File: src/rtl/addr_filt_pkg.sv
package addr_filt_pkg;
  typedef enum logic {
    WIN_DROP = 1'b0,
    WIN_PASS = 1'b1
  } win_state_t;

  localparam int unsigned CHAR_W_DEF    = 8;
  localparam int unsigned MATCH_CNT_DEF = 2;
endpackage

File: src/rtl/addr_filt_regs.sv
module addr_filt_regs #(
  parameter int unsigned CHAR_W    = 8,
  parameter int unsigned MATCH_CNT = 2,
  parameter int unsigned IDX_W     = 2,
  parameter logic [CHAR_W-1:0] CTRL_RST = 8'h0F
) (
  input  logic                             clk,
  input  logic                             rst,
  input  logic                             cfg_we,
  input  logic [IDX_W-1:0]                 cfg_idx,
  input  logic [CHAR_W-1:0]                cfg_data,
  output logic [CHAR_W-1:0]                ctrl_q,
  output logic [MATCH_CNT-1:0]             en,
  output logic [MATCH_CNT-1:0][CHAR_W-1:0] match_q
);
  localparam logic [IDX_W-1:0] CTRL_IDX = IDX_W'(MATCH_CNT);

  always_ff @(posedge clk) begin
    if (rst)                                ctrl_q <= CTRL_RST;
    else if (cfg_we && cfg_idx == CTRL_IDX) ctrl_q <= cfg_data;
  end

  for (genvar i = 0; i < MATCH_CNT; i++) begin : g_match
    localparam logic [IDX_W-1:0] MY_IDX = IDX_W'(i);
    assign en[i] = ctrl_q[CHAR_W-1-i];

    always_ff @(posedge clk) begin
      if (rst)                                        match_q[i] <= '0;
      else if (cfg_we && cfg_idx == MY_IDX && !en[i]) match_q[i] <= cfg_data;
    end

    assert_locked_R8: assert property (@(posedge clk) disable iff (rst)
      (cfg_we && cfg_idx == MY_IDX && en[i]) |=> $stable(match_q[i]));
  end
endmodule

File: src/rtl/addr_filt_cmp.sv
module addr_filt_cmp #(
  parameter int unsigned CHAR_W    = 8,
  parameter int unsigned MATCH_CNT = 2
) (
  input  logic [CHAR_W-1:0]                ch,
  input  logic [MATCH_CNT-1:0]             en,
  input  logic [MATCH_CNT-1:0][CHAR_W-1:0] match_q,
  output logic                             any_en,
  output logic                             hit
);
  logic [MATCH_CNT-1:0] hit_vec;

  for (genvar i = 0; i < MATCH_CNT; i++) begin : g_cmp
    assign hit_vec[i] = en[i] && (ch == match_q[i]);
  end

  assign any_en = |en;
  assign hit    = |hit_vec;
endmodule

File: src/rtl/addr_filt_gate.sv
module addr_filt_gate
  import addr_filt_pkg::*;
#(
  parameter int unsigned CHAR_W = 8
) (
  input  logic              clk,
  input  logic              rst,
  input  logic              in_valid,
  input  logic [CHAR_W-1:0] in_char,
  input  logic              any_en,
  input  logic              hit,
  output logic              out_we,
  output logic [CHAR_W-1:0] out_char
);
  localparam int unsigned MSB = CHAR_W - 1;

  win_state_t win_q;
  logic       is_addr;
  logic       pass;

  assign is_addr = in_char[MSB];
  assign pass    = !any_en || (is_addr ? hit : (win_q == WIN_PASS));

  always_ff @(posedge clk) begin
    if (rst) begin
      win_q    <= WIN_DROP;
      out_we   <= 1'b0;
      out_char <= '0;
    end else begin
      out_we <= in_valid && pass;
      if (in_valid) out_char <= in_char;
      if (!any_en)                  win_q <= WIN_PASS;
      else if (in_valid && is_addr) win_q <= hit ? WIN_PASS : WIN_DROP;
    end
  end

  assert_passthru_R2: assert property (@(posedge clk) disable iff (rst)
    (in_valid && !any_en) |=> (out_we && out_char == $past(in_char)));
  assert_addr_hit_R4: assert property (@(posedge clk) disable iff (rst)
    (in_valid && any_en && is_addr && hit) |=> out_we);
  assert_addr_miss_R5: assert property (@(posedge clk) disable iff (rst)
    (in_valid && any_en && is_addr && !hit) |=> !out_we);
  assert_data_closed_R6: assert property (@(posedge clk) disable iff (rst)
    (in_valid && any_en && !is_addr && win_q == WIN_DROP) |=> !out_we);
  assert_force_open_R9: assert property (@(posedge clk) disable iff (rst)
    !any_en |=> (win_q == WIN_PASS));
  assert_strobe_src_R10: assert property (@(posedge clk) disable iff (rst)
    out_we |-> $past(in_valid));
endmodule

File: src/rtl/uart_addr_filter.sv
module uart_addr_filter
  import addr_filt_pkg::*;
#(
  parameter int unsigned CHAR_W    = CHAR_W_DEF,
  parameter int unsigned MATCH_CNT = MATCH_CNT_DEF,
  parameter int unsigned IDX_W     = $clog2(MATCH_CNT + 1)
) (
  input  logic              clk,
  input  logic              rst,
  input  logic              cfg_we,
  input  logic [IDX_W-1:0]  cfg_idx,
  input  logic [CHAR_W-1:0] cfg_data,
  output logic [CHAR_W-1:0] ctrl_q,
  input  logic              rx_valid,
  input  logic [CHAR_W-1:0] rx_char,
  output logic              buf_we,
  output logic [CHAR_W-1:0] buf_char
);
  logic [MATCH_CNT-1:0]             en;
  logic [MATCH_CNT-1:0][CHAR_W-1:0] match_q;
  logic                             any_en;
  logic                             hit;

  addr_filt_regs #(.CHAR_W(CHAR_W), .MATCH_CNT(MATCH_CNT), .IDX_W(IDX_W)) i_regs (
    .clk(clk), .rst(rst), .cfg_we(cfg_we), .cfg_idx(cfg_idx),
    .cfg_data(cfg_data), .ctrl_q(ctrl_q), .en(en), .match_q(match_q)
  );

  addr_filt_cmp #(.CHAR_W(CHAR_W), .MATCH_CNT(MATCH_CNT)) i_cmp (
    .ch(rx_char), .en(en), .match_q(match_q), .any_en(any_en), .hit(hit)
  );

  addr_filt_gate #(.CHAR_W(CHAR_W)) i_gate (
    .clk(clk), .rst(rst), .in_valid(rx_valid), .in_char(rx_char),
    .any_en(any_en), .hit(hit), .out_we(buf_we), .out_char(buf_char)
  );
endmodule

File: config.mk
export PLATFORM = sky130hd
export DESIGN_NAME = uart_addr_filter
export DESIGN_NICKNAME = d
export VERILOG_FILES = /design/src/rtl/addr_filt_pkg.sv /design/src/rtl/addr_filt_regs.sv /design/src/rtl/addr_filt_cmp.sv /design/src/rtl/addr_filt_gate.sv /design/src/rtl/uart_addr_filter.sv
export SDC_FILE = /design/constraint.sdc
export NUM_CORES = 1
export LEC_CHECK = 0
export CAP_MARGIN = 0
export CORE_MARGIN = 4
export CORE_UTILIZATION = 30
export DETAILED_ROUTE_END_ITERATION = 6
export SLEW_MARGIN = 20
export SYNTH_ARGS = -nofsm -noshare
export SYNTH_HDL_FRONTEND = slang
export SYNTH_HIERARCHICAL = 1
export SYNTH_SLANG_ARGS = --single-unit
File: constraint.sdc
create_clock -name clk -period 3.3 [get_ports clk]
set_input_delay 0.825 -clock clk [delete_from_list [all_inputs] [get_ports clk]]
set_output_delay 0.825 -clock clk [all_outputs]
set_load 0.005 [all_outputs]
==> results.rst <==
.. list-table::
   :header-rows: 1

   * - Metric
     - Value
   * - Post-CTS setup buffers
     - 0
   * - RSZ-0062 raised after global routing
     - false
   * - Core area
     - 5140 um^2
   * - Cell type group with the largest total delay on the critical path
     - buffers and inverters
   * - Static leakage
     - 0.890 nW
   * - Post-layout nets
     - 213
   * - Yosys Warn Count
     - 6
   * - CP cell instances
     - clkdlybuf4s50_1
   * - Delay contributed by the slowest stage of the critical path
     - 0.55 ns
   * - Category of the worst setup path capture point
     - primary output
   * - Global-route wire length before repair
     - 5.29 mm
   * - CTS tree
     - yes
   * - PostCTS Resize Cnt
     - 0
   * - Total gr overflow
     - 0
   * - Ant diodes
     - 0
   * - Relative slew slack
     - 56.7%
   * - # fillers
     - 562
   * - Starting density of the core
     - 31.1%
   * - Aggregate global-route resource usage
     - 10.9%
   * - DRC marker count from the first detailed-route iteration
     - 40
   * - Std-Cell Rows
     - 26
   * - Count of port buffers added during placement
     - 38
   * - Pin count of the biggest net entering global routing
     - 47
   * - Area enclosed by the die boundary
     - 6560 um^2
   * - Number of violations of the max-capacitance limit
     - 0
   * - Iteration count of the initial detailed-routing pass
     - 4
   * - End-of-flow core utilization
     - 41.1%
   * - Via count of the first global-routing pass
     - 1067
   * - Drt drc
     - 0
   * - Per-cell via count in the routed design
     - 4.25
   * - Number of buffers inserted during clock tree synthesis
     - 5
   * - Gate Count Post-Synth
     - 156
   * - Most frequently used flop master after synthesis
     - dfxtp_1
   * - Wire per inst
     - 12.5 um
   * - Crit path kind
     - flip-flop to primary output
   * - Count of buffering cells on the critical path with inverters included
     - 1
   * - Layout Area Growth over Synthesis
     - 32.3%
   * - Async SR Flop Fraction
     - 0%
   * - Worst clock skew on the final layout
     - 0.00448 ns
   * - Share of layout cells above drive strength 1
     - 6.25%
   * - Share of synthesized area occupied by flip-flops and latches
     - 42.6%
   * - I/O pins
     - 39
   * - Antenna violations before repair
     - 0
   * - Final Setup Violations
     - 0
   * - Synthesized net count
     - 178
   * - Worst setup SP type
     - flip-flop
   * - Worst Tran Pin Value
     - 0.647 ns
   * - Average footprint of a synthesized cell
     - 10.2 um^2
   * - Clock insertion delay at the later pin of the skew report
     - 0.28 ns
   * - Number of unique standard cell types used by synthesis
     - 25
   * - Count of hold-fix buffers inserted at cts
     - 0
   * - Data arrival time of the worst path
     - 1.30 ns
   * - Clock root buffer
     - clkbuf_8
   * - Final worst-path cycle share
     - 64.3%
   * - Setup TNS
     - 0 ns
   * - Peak Freq
     - 471 MHz
   * - Critical-path maximum fanout
     - 6
   * - Worst VDD drop
     - 0.279 mV
   * - Total instance count after detailed placement
     - 254
   * - Result of the run
     - finished clean
   * - Required time reported for the critical path endpoint
     - 2.47 ns
   * - Max Root-Sink Buffers
     - 2
   * - Number of storage elements in the synthesis netlist
     - 34
   * - Hold Vio Cnt, Final
     - 0
   * - RePlAce Congestion
     - 0.662
   * - Total number of H-tree levels
     - 2
   * - DP Wirelength
     - 2.38 mm
   * - Path category of the worst min-delay check
     - flip-flop to flip-flop
   * - Netlist area before placement
     - 1600 um^2
   * - Final cell count without fillers
     - 262
   * - Tmin final
     - 2.12 ns
   * - Overall via count from detail_route
     - 1114
   * - Die extent in y
     - 81.0 um
   * - Detail Route Antenna Nets
     - 0
   * - Number of enable flip-flop cells after synthesis
     - 0
   * - Max-slew violation total from the final report
     - 0
   * - Horizontal die dimension
     - 81.0 um
   * - Clock transition time at the flip-flop clock pins of the worst setup and hold paths
     - 0.07 ns
   * - Worst-path cell with the longest stage delay
     - clkdlybuf4s50_1
   * - # clock sinks
     - 34
   * - Power Density
     - 441 nW/um^2
   * - Detailed-route wire length
     - 3.27 mm
## synth_stat cells, types with 2 or more instances
cell type | instances | area [um^2]
nand3_1 | 3 | 15.0
xor2_1 | 11 | 96.3
buf_2 | 2 | 10.0
xnor2_1 | 5 | 43.8
nand2b_1 | 28 | 175
mux2i_1 | 33 | 330
dfxtp_1 | 34 | 681
buf_6 | 2 | 22.5
nor2_1 | 16 | 60.1
clkbuf_1 | 5 | 18.8
nor4_1 | 2 | 12.5
buf_4 | 2 | 15.0
## state kept, by name (all words and copies together), names as in the netlist
signal	count
i_gate/out_char	8
i_gate/out_we	1
i_gate/win_q	1
i_regs/ctrl_q	8
i_regs/match_q	16
## tightest hold or removal path, cell delays in order (launching register included)
cell and delay [ns]:
dfxtp_1 0.31, nand2b_1 0.06, mux2i_1 0.06
## where the power goes
part           leakage (nW)  internal (W)  switching [W]
clock network        0.0524      0.000226       0.000144
registers             0.278      0.000428      0.0000112
logic                 0.559     0.0000740      0.0000491
## layer usage
| metal | vias to the layer above | share of wire, % | global-route usage (%) |
|---|---|---|---|
| met1 | 484 | 54 | 15.7 |
| li1 | 589 | - | - |
| met2 | 33 | 38 | 14.2 |
| met4 | 0 | 2.1 | 5.57 |
| met5 | - | 0 | 0 |
| met3 | 8 | 6.4 | 3.44 |
## final timing paths
check                                      start                            end  slack [ns]  cells past startpoint
setup / recovery   i_regs/ctrl_q[7]$_SDFFE_PP0P_                      ctrl_q[7]        1.18                      1
hold reg to reg    i_regs/ctrl_q[4]$_SDFFE_PP0P_  i_regs/ctrl_q[4]$_SDFFE_PP0P_        0.48                      2
setup reg to reg  i_regs/match_q[2]$_SDFFE_PP0P_      i_gate/win_q$_SDFFE_PP0P_        1.92                      6
hold / removal     i_regs/ctrl_q[4]$_SDFFE_PP0P_  i_regs/ctrl_q[4]$_SDFFE_PP0P_        0.48                      2
## layout make-up
cell class              instances  area [um^2]  area share (%)
repair buffers                 39          388            18.4
clock buffers                   7         76.3            3.61
clock inverters                 1         30.0            1.42
well taps                      70         87.6            4.14
multi-input cells             111          851            40.3
flip-flops and latches         34          681            32.2
## logic make-up after synthesis
family | share of synthesized area (%)
xor+xnor | 8.77
simple gates | 21.8
buf+inv | 4.15
flops | 42.6
mux | 20.7
compound gates | 2.04
## per-stage QoR
stage / hold WS [ns] / instance area (um^2) / setup slack, ns / total power (W)
after floorplan: 0.460 / 1600 / 1.51 / 0.000512
after global placement: 0.472 / 2010 / 0.894 / 0.000573
after detailed placement: 0.467 / 2010 / 0.865 / 0.000574
after CTS: 0.486 / 2110 / 1.15 / 0.000952
after global routing: 0.504 / 2110 / 1.02 / 0.000980
final: 0.484 / 2110 / 1.18 / 0.000932
## placed cells by master (no fill, tap or decap)
cell             count
a21bo_1              1
xor2_1              11
o21ai_1              1
xnor2_1              5
nor2_1              16
mux2i_1             33
nor3_1               1
buf_4                1
or2b_1               1
clkbuf_8             5
nor4b_2              1
a21oi_1              1
and4bb_2             1
nand3b_1             1
nand4_1              1
nand3_1              3
clkdlybuf4s50_1     38
dfxtp_1             34
nand2b_1            28
a31oi_2              1
or2_2                1
or4b_4               1
nor4_1               2
clkbuf_1             2
bufinv_16            1
nand4bb_1            1
Note: power is estimated with default switching activity, not from simulation.
